`config.mk`:
```
export PLATFORM = sky130hd
export DESIGN_NAME = dma_sync_seq
export DESIGN_NICKNAME = d
export VERILOG_FILES = /design/src/rtl/dma_seq_pkg.sv /design/src/rtl/dma_req_select.sv /design/src/rtl/dma_cfg_check.sv /design/src/rtl/dma_xfer_count.sv /design/src/rtl/dma_prefetch_ctl.sv /design/src/rtl/dma_sync_seq.sv
export SDC_FILE = /design/constraint.sdc
export NUM_CORES = 1
export LEC_CHECK = 0
export BUFFER_PORTS_ARGS = -buffer_cell sky130_fd_sc_hd__buf_2
export CAP_MARGIN = 20
export CORE_ASPECT_RATIO = 1.2
export CORE_MARGIN = 4
export CORE_UTILIZATION = 30
export DETAILED_ROUTE_END_ITERATION = 12
export PLACE_DENSITY = 0.54
export SKIP_LAST_GASP = 1
export SYNTH_ARGS = -nofsm -noshare
export SYNTH_HDL_FRONTEND = slang
export SYNTH_SLANG_ARGS = --single-unit
```
`constraint.sdc`:
```
create_clock -name clk -period 15.8 [get_ports clk]
set_input_delay 3.16 -clock clk [delete_from_list [all_inputs] [get_ports clk]]
set_output_delay 3.16 -clock clk [all_outputs]
set_load 0.02 [all_outputs]
```
`src/rtl/dma_seq_pkg.sv`:
```
package dma_seq_pkg;

  // {block_bit, frame_bit}
  typedef enum logic [1:0] {
    MODE_ELEM  = 2'b00,
    MODE_FRAME = 2'b01,
    MODE_BLOCK = 2'b10,
    MODE_PKT   = 2'b11
  } sync_mode_e;

  typedef enum logic [1:0] {
    ST_OFF   = 2'd0,
    ST_ARMED = 2'd1,
    ST_GRANT = 2'd2,
    ST_WAIT  = 2'd3
  } ch_state_e;

  localparam int SEL_LO_W = 5;
  localparam int SEL_HI_W = 2;
  localparam int SEL_W    = SEL_LO_W + SEL_HI_W;

endpackage

```
`src/rtl/dma_req_select.sv`:
```
module dma_req_select
  import dma_seq_pkg::*;
#(
  parameter int REQ_LINES = 127
) (
  input  logic [SEL_W-1:0]     sel,
  input  logic [REQ_LINES-1:0] req_lines,
  output logic                 hit
);

  logic [REQ_LINES-1:0] match;

  for (genvar i = 0; i < REQ_LINES; i++) begin : g_line
    assign match[i] = req_lines[i] && (sel == SEL_W'(i + 1));
  end

  // select 0: software-triggered, request always present
  assign hit = (sel == '0) ? 1'b1 : |match;

endmodule

```
`src/rtl/dma_cfg_check.sv`:
```
module dma_cfg_check #(
  parameter int CNT_W = 16
) (
  input  logic             sync_on_src,
  input  logic             prefetch_en,
  input  logic             buf_disable,
  input  logic [CNT_W-1:0] elem_cnt,
  input  logic [CNT_W-1:0] frame_cnt,
  output logic             cfg_err
);

  logic bad_buf, bad_pf, bad_len;

  assign bad_buf = buf_disable && !sync_on_src;
  assign bad_pf  = prefetch_en && sync_on_src;
  assign bad_len = (elem_cnt == '0) || (frame_cnt == '0);
  assign cfg_err = bad_buf || bad_pf || bad_len;

endmodule

```
`src/rtl/dma_xfer_count.sv`:
```
module dma_xfer_count
  import dma_seq_pkg::*;
#(
  parameter int CNT_W = 16,
  localparam int TOT_W = 2 * CNT_W
) (
  input  logic             clk,
  input  logic             rst_n,
  input  logic             load,
  input  logic             start,
  input  logic             step,
  input  sync_mode_e       mode,
  input  logic [TOT_W-1:0] total,
  input  logic [CNT_W-1:0] elem_cnt,
  input  logic [CNT_W-1:0] pkt_size,
  output logic             last_req,
  output logic             last_frame,
  output logic             last_block
);

  logic [TOT_W-1:0] remaining;
  logic [CNT_W-1:0] frame_left;
  logic [TOT_W-1:0] quota;

  function automatic logic [TOT_W-1:0] quota_of(
    input sync_mode_e       m,
    input logic [TOT_W-1:0] rem,
    input logic [CNT_W-1:0] fl,
    input logic [CNT_W-1:0] pk
  );
    logic [TOT_W-1:0] p;
    p = (pk == '0) ? TOT_W'(1) : {{CNT_W{1'b0}}, pk};
    case (m)
      MODE_ELEM:  return TOT_W'(1);
      MODE_FRAME: return {{CNT_W{1'b0}}, fl};
      MODE_BLOCK: return rem;
      default:    return (p < rem) ? p : rem;
    endcase
  endfunction

  always_ff @(posedge clk or negedge rst_n) begin
    if (!rst_n) begin
      remaining  <= '0;
      frame_left <= '0;
      quota      <= '0;
    end else if (load) begin
      remaining  <= total;
      frame_left <= elem_cnt;
      quota      <= quota_of(mode, total, elem_cnt, pkt_size);
    end else if (start) begin
      quota      <= quota_of(mode, remaining, frame_left, pkt_size);
    end else if (step) begin
      remaining  <= remaining - TOT_W'(1);
      frame_left <= (frame_left == CNT_W'(1)) ? elem_cnt : frame_left - CNT_W'(1);
      quota      <= quota - TOT_W'(1);
    end
  end

  assign last_req   = (quota == TOT_W'(1));
  assign last_frame = (frame_left == CNT_W'(1));
  assign last_block = (remaining == TOT_W'(1));

endmodule

```
`src/rtl/dma_prefetch_ctl.sv`:
```
module dma_prefetch_ctl #(
  parameter int CNT_W      = 16,
  parameter int FIFO_DEPTH = 8,
  localparam int TOT_W = 2 * CNT_W
) (
  input  logic             clk,
  input  logic             rst_n,
  input  logic             run,
  input  logic             clear,
  input  logic [TOT_W-1:0] total,
  input  logic             pf_ready,
  output logic             pf_valid
);

  localparam logic [TOT_W-1:0] DEPTH = TOT_W'(FIFO_DEPTH);

  logic [TOT_W-1:0] issued;
  logic [TOT_W-1:0] limit;

  assign limit    = (total < DEPTH) ? total : DEPTH;
  assign pf_valid = run && (issued < limit);

  always_ff @(posedge clk or negedge rst_n) begin
    if (!rst_n)                issued <= '0;
    else if (!run || clear)    issued <= '0;
    else if (pf_valid && pf_ready) issued <= issued + TOT_W'(1);
  end

endmodule

```
`src/rtl/dma_sync_seq.sv`:
```
module dma_sync_seq
  import dma_seq_pkg::*;
#(
  parameter int REQ_LINES  = 127,
  parameter int CNT_W      = 16,
  parameter int FIFO_DEPTH = 8
) (
  input  logic                 clk,
  input  logic                 rst_n,
  input  logic                 sw_enable,
  input  logic [4:0]           req_sel_lo,
  input  logic [1:0]           req_sel_hi,
  input  logic                 sync_frame,
  input  logic                 sync_block,
  input  logic                 sync_on_src,
  input  logic                 prefetch_en,
  input  logic                 buf_disable,
  input  logic [CNT_W-1:0]     elem_cnt,
  input  logic [CNT_W-1:0]     frame_cnt,
  input  logic [CNT_W-1:0]     src_index,
  input  logic [CNT_W-1:0]     dst_index,
  input  logic [REQ_LINES-1:0] req_lines,
  output logic                 elem_valid,
  input  logic                 elem_ready,
  output logic                 pf_valid,
  input  logic                 pf_ready,
  output logic                 ctx_load,
  output logic                 active,
  output logic                 cfg_err,
  output logic                 eop,
  output logic                 eof,
  output logic                 eob,
  output logic                 irq_pkt,
  output logic                 irq_frame,
  output logic                 irq_block
);

  localparam int TOT_W = 2 * CNT_W;

  ch_state_e        st;
  sync_mode_e       mode;
  logic             hit, go, step, load, start;
  logic             last_req, last_frame, last_block;
  logic [TOT_W-1:0] total;
  logic [CNT_W-1:0] pkt_size;
  logic             pkt_mode, block_done;

  assign mode     = sync_mode_e'({sync_block, sync_frame});
  assign pkt_mode = (mode == MODE_PKT);
  assign pkt_size = sync_on_src ? dst_index : src_index;
  assign total    = TOT_W'(elem_cnt) * TOT_W'(frame_cnt);

  dma_req_select #(.REQ_LINES(REQ_LINES)) i_sel (
    .sel       ({req_sel_hi, req_sel_lo}),
    .req_lines (req_lines),
    .hit       (hit)
  );

  dma_cfg_check #(.CNT_W(CNT_W)) i_chk_cfg (
    .sync_on_src (sync_on_src),
    .prefetch_en (prefetch_en),
    .buf_disable (buf_disable),
    .elem_cnt    (elem_cnt),
    .frame_cnt   (frame_cnt),
    .cfg_err     (cfg_err)
  );

  assign go         = sw_enable && !cfg_err;
  assign elem_valid = (st == ST_GRANT);
  assign active     = (st == ST_GRANT) || (st == ST_WAIT);
  assign step       = elem_valid && elem_ready;
  assign load       = go && (st == ST_ARMED) && hit;
  assign start      = go && (st == ST_WAIT) && hit;
  assign block_done = step && last_block;

  dma_xfer_count #(.CNT_W(CNT_W)) i_cnt (
    .clk        (clk),
    .rst_n      (rst_n),
    .load       (load),
    .start      (start),
    .step       (step),
    .mode       (mode),
    .total      (total),
    .elem_cnt   (elem_cnt),
    .pkt_size   (pkt_size),
    .last_req   (last_req),
    .last_frame (last_frame),
    .last_block (last_block)
  );

  dma_prefetch_ctl #(.CNT_W(CNT_W), .FIFO_DEPTH(FIFO_DEPTH)) i_pf (
    .clk      (clk),
    .rst_n    (rst_n),
    .run      (go && prefetch_en && !sync_on_src && (st != ST_OFF)),
    .clear    (block_done),
    .total    (total),
    .pf_ready (pf_ready),
    .pf_valid (pf_valid)
  );

  // channel state
  always_ff @(posedge clk or negedge rst_n) begin
    if (!rst_n) begin
      st       <= ST_OFF;
      ctx_load <= 1'b0;
    end else begin
      ctx_load <= 1'b0;
      if (!go) begin
        st <= ST_OFF;
      end else begin
        case (st)
          ST_OFF:   st <= ST_ARMED;
          ST_ARMED: if (hit) begin
                      st       <= ST_GRANT;
                      ctx_load <= 1'b1;
                    end
          ST_GRANT: if (step && last_req) st <= last_block ? ST_ARMED : ST_WAIT;
          ST_WAIT:  if (hit) st <= ST_GRANT;
          default:  st <= ST_OFF;
        endcase
      end
    end
  end

  // completion events and interrupts
  always_ff @(posedge clk or negedge rst_n) begin
    if (!rst_n) begin
      eop       <= 1'b0;
      eof       <= 1'b0;
      eob       <= 1'b0;
      irq_pkt   <= 1'b0;
      irq_frame <= 1'b0;
      irq_block <= 1'b0;
    end else begin
      eop       <= step && pkt_mode && last_req;
      eof       <= step && last_frame;
      eob       <= step && last_block;
      irq_pkt   <= step && pkt_mode && last_req && !sync_on_src;
      irq_frame <= step && last_frame;
      irq_block <= step && last_block;
    end
  end

endmodule

```
==> key figures <==
STA
  – Tcrit/Tclk final: 0.9448
  – Final setup vio count: 0
  – Highest Clock Rate: 66.99 MHz
  – Setup TNS: 0 ns
  – Max-slew headroom: 0.3449
  – Final Hold Vio Count: 0
  – Fin crit period: 14.93 ns
  – Slew @ Worst Pin: 0.9751 ns
  – Clk_skew: 0.01069 ns
  – Slew Limit Fails: 0
  – RSZ-0062 raised after global routing: false

Detailed routing
  – Pre-Repair DR Iteration Count: 6
  – Post-DR vias/cell: 5.341
  – Routed wire per std cell: 19.83 um
  – Met1 WL: 30040 um
  – Routed WL: 71380 um
  – Metal3 WL: 4325 um
  – Via count: 19227
  – Initial DRC Count: 1254
  – DRC Markers: 0
  – Met2 wire len: 34420 um
  – Max Used Layer: met5
  – Antenna Nets Post-Route: 0

Flow run
  – Max Cap Viol: 0

Global routing
  – Initial antenna violation count: 1
  – First-pass GRT wire length: 112000 um
  – Grt total ovfl: 0
  – Vias in the first global route: 19460
  – Total Routing Usage GR: 0.1950
  – Largest net degree at the start of global routing: 63

Floorplanning
  – Total die area: 72370 um2
  – Core area: 67270 um2
  – Rows: 104
  – Chip width: 246.3 um
  – Chip Height: 293.9 um
  – Top Ports: 219
  – Initial Util: 0.3037

Synth
  – EDFF count, synth: 0
  – Cells after synthesis: 2549
  – Yosys warns: 0
  – Post-synth top flop: dfrtp_1
  – Seq/Total Area, Yosys: 0.1457
  – Top-area cell type share of the netlist area: 0.1901
  – Mapped Area: 20430 um2
  – Top cells by area, synth: fa_1, dfrtp_1, ha_1
  – Yosys cell types: 89
  – Avg Cell Area, Syn: 8.017 um2
  – Fraction of registers with async set/reset: 1.000
  – Post-synthesis register bit count: 119
  – Cell taking the most area after synthesis: fa_1

Critical path
  – Worst Setup End Kind: output port
  – Crit path capture: pf_valid
  – R2r startpoint: i_cnt.remaining[24]
  – CP peak stage delay: 0.58 ns
  – Crit path launch type: primary input
  – Reg-to-Reg End: i_cnt.quota[24]
  – R2r worst-path depth: 12
  – Critical path peak fanout: 19
  – Slowest-stage cell, CP: nor4_2
  – CP required: 12.64 ns
  – Crit path arrival time: 11.77 ns
  – Crit. Startpoint: elem_cnt[9]
  – Most frequent CP cell: fa_1
  – R2R setup slack: 11.83 ns
  – CP Class: primary input to output port

Finish
  – Final cell count without fillers: 3600
  – Fin area: 22950 um2
  – Most common cell after layout, fill and taps aside: nand2_1
  – Layout cells sized above 1: 0.1282
  – Nets: 3259
  – Most frequent cells in the layout: nand2_1, inv_1, buf_2
  – Area grow syn2layout: 12.33%

Min path
  – Worst hold path type: register to register
  – Hold Path Stages: 1

Clock network
  – Hold_buf cts: 0
  – H-Tree Depth: 4
  – Clock sink total: 119
  – CTS tree: done
  – Max Root-Sink Buffers: 2
  – CTS Buf Count: 17
  – Clock latency on the worst-skew pair: 0.45 ns
  – Clock slew at reported path FFs: 0.06 ns
  – Clock root cell: clkbuf_16

Power and ir drop
  – PwrDens: 236.9 nW/um2
  – Leak: 10.45 nW
  – VDD IR max: 222.1 uV

Placed design
  – Hpwl dp: 55420 um
  – Port-buffer cells: 218
  – Placed cells: 3566
  – GP Congestion: 0.8845
  – Placed Area: 22350 um2

Outcome
  – Status: completed
## per-stage QoR
stage / total power (W) / util / hold slack [ns] / setup slack [ns]
global placement: 0.004979 / 0.3321 / 0.4970 / 0.8007
CTS: 0.005408 / 0.3409 / 0.5051 / 0.6595
global route: 0.006006 / 0.3412 / 0.5459 / 0.1329
finish: 0.005437 / 0.3412 / 0.4981 / 0.8728
detailed placement: 0.004978 / 0.3322 / 0.4921 / 0.7134
floorplan: 0.003702 / - / 0.4649 / 1.459
## layer usage
layer	vias to the layer above	track usage
li1	9071	-
met1	9376	0.2512
met2	655	0.3392
met3	123	0.02105
met4	2	0.06893
met5	-	0
## worst min path at each step
| stage | start | end | slack, ns |
|---|---|---|---|
| 6_report | i_cnt.quota[23] | i_cnt.quota[23] | 0.50 |
| 5_1_grt | i_cnt.quota[23] | i_cnt.quota[23] | 0.55 |
| 3_5_place_dp | i_cnt.quota[23] | i_cnt.quota[23] | 0.49 |
| 4_1_cts | i_cnt.quota[23] | i_cnt.quota[23] | 0.51 |
| 3_3_place_gp | i_cnt.quota[17] | i_cnt.quota[17] | 0.50 |
| 2_1_floorplan | i_cnt.quota[17] | i_cnt.quota[17] | 0.46 |
## Yosys cell counts (all sizes together) (6+ instances only)
library cell  number
o22ai             24
nor4              42
clkbuf           110
buf               49
and3              30
fa               194
or3               43
a31oi             21
inv              280
nand3             47
o21ai             98
nand4             54
o21a              10
or2                9
nand3b             6
a211o             11
nor3b              6
mux2              27
xnor2             40
a21oi            144
nor2             112
or4               13
a22o               8
and4               8
a221oi            30
a22oi              9
mux2i             50
xor2              18
a211oi            21
and2             142
ha               172
nor3              62
o211ai            14
a221o             10
a21o              32
o2bb2ai           10
nor2b             17
nand2            350
nand2b             7
o2111ai            6
dfrtp            119
a21boi            10
## registers in the layout, indices dropped and copies added, names as in the netlist
register / count
i_cnt.quota: 32
i_cnt.frame_left: 16
st: 2
irq_block: 1
eop: 1
irq_frame: 1
i_cnt.remaining: 32
ctx_load: 1
i_pf.issued: 32
irq_pkt: 1
## critical path, delay by kind of cell
kind | cells | cell delay (ns)
buf+inv | 5 | 0.83
fa+ha+maj | 8 | 3.91
compound gates | 6 | 0.96
simple gates | 9 | 2.73
xor+xnor | 1 | 0.17
## power by group
part | internal, W | switching [W]
clock network | 0.000237 | 0.000159
registers | 0.000384 | 0.000102
logic | 0.00167 | 0.00289
## cell type report
class	instances	area (um2)
clock buffers	22	494.2
multi-input cells	2017	15880
flip-flops and latches	119	2978
diodes	1	2.502
inverters	281	1055
clock inverters	10	93.84
well taps	901	1127
fillers	7179	44320
repair buffers	249	1325
## logic make-up (layout without fill, tap and decap cells)
group / after synthesis / count (layout) / share of synthesized area
compound gates: 521 / 521 / 0.1716
fa+ha+maj: 366 / 366 / 0.2954
mux: 78 / 78 / 0.04047
buf+inv: 440 / 562 / 0.08388
other cells: 1 / 29 / 0.0001835
flops: 119 / 119 / 0.1457
xor+xnor: 58 / 58 / 0.02486
simple gates: 966 / 966 / 0.2379
## repair_timing
item                                    4_1_cts  5_1_grt
endpoints found under the setup margin        0        1
gates resized for setup                       0        1
buffers inserted                              0        0
(Power assumes the default switching activity.)
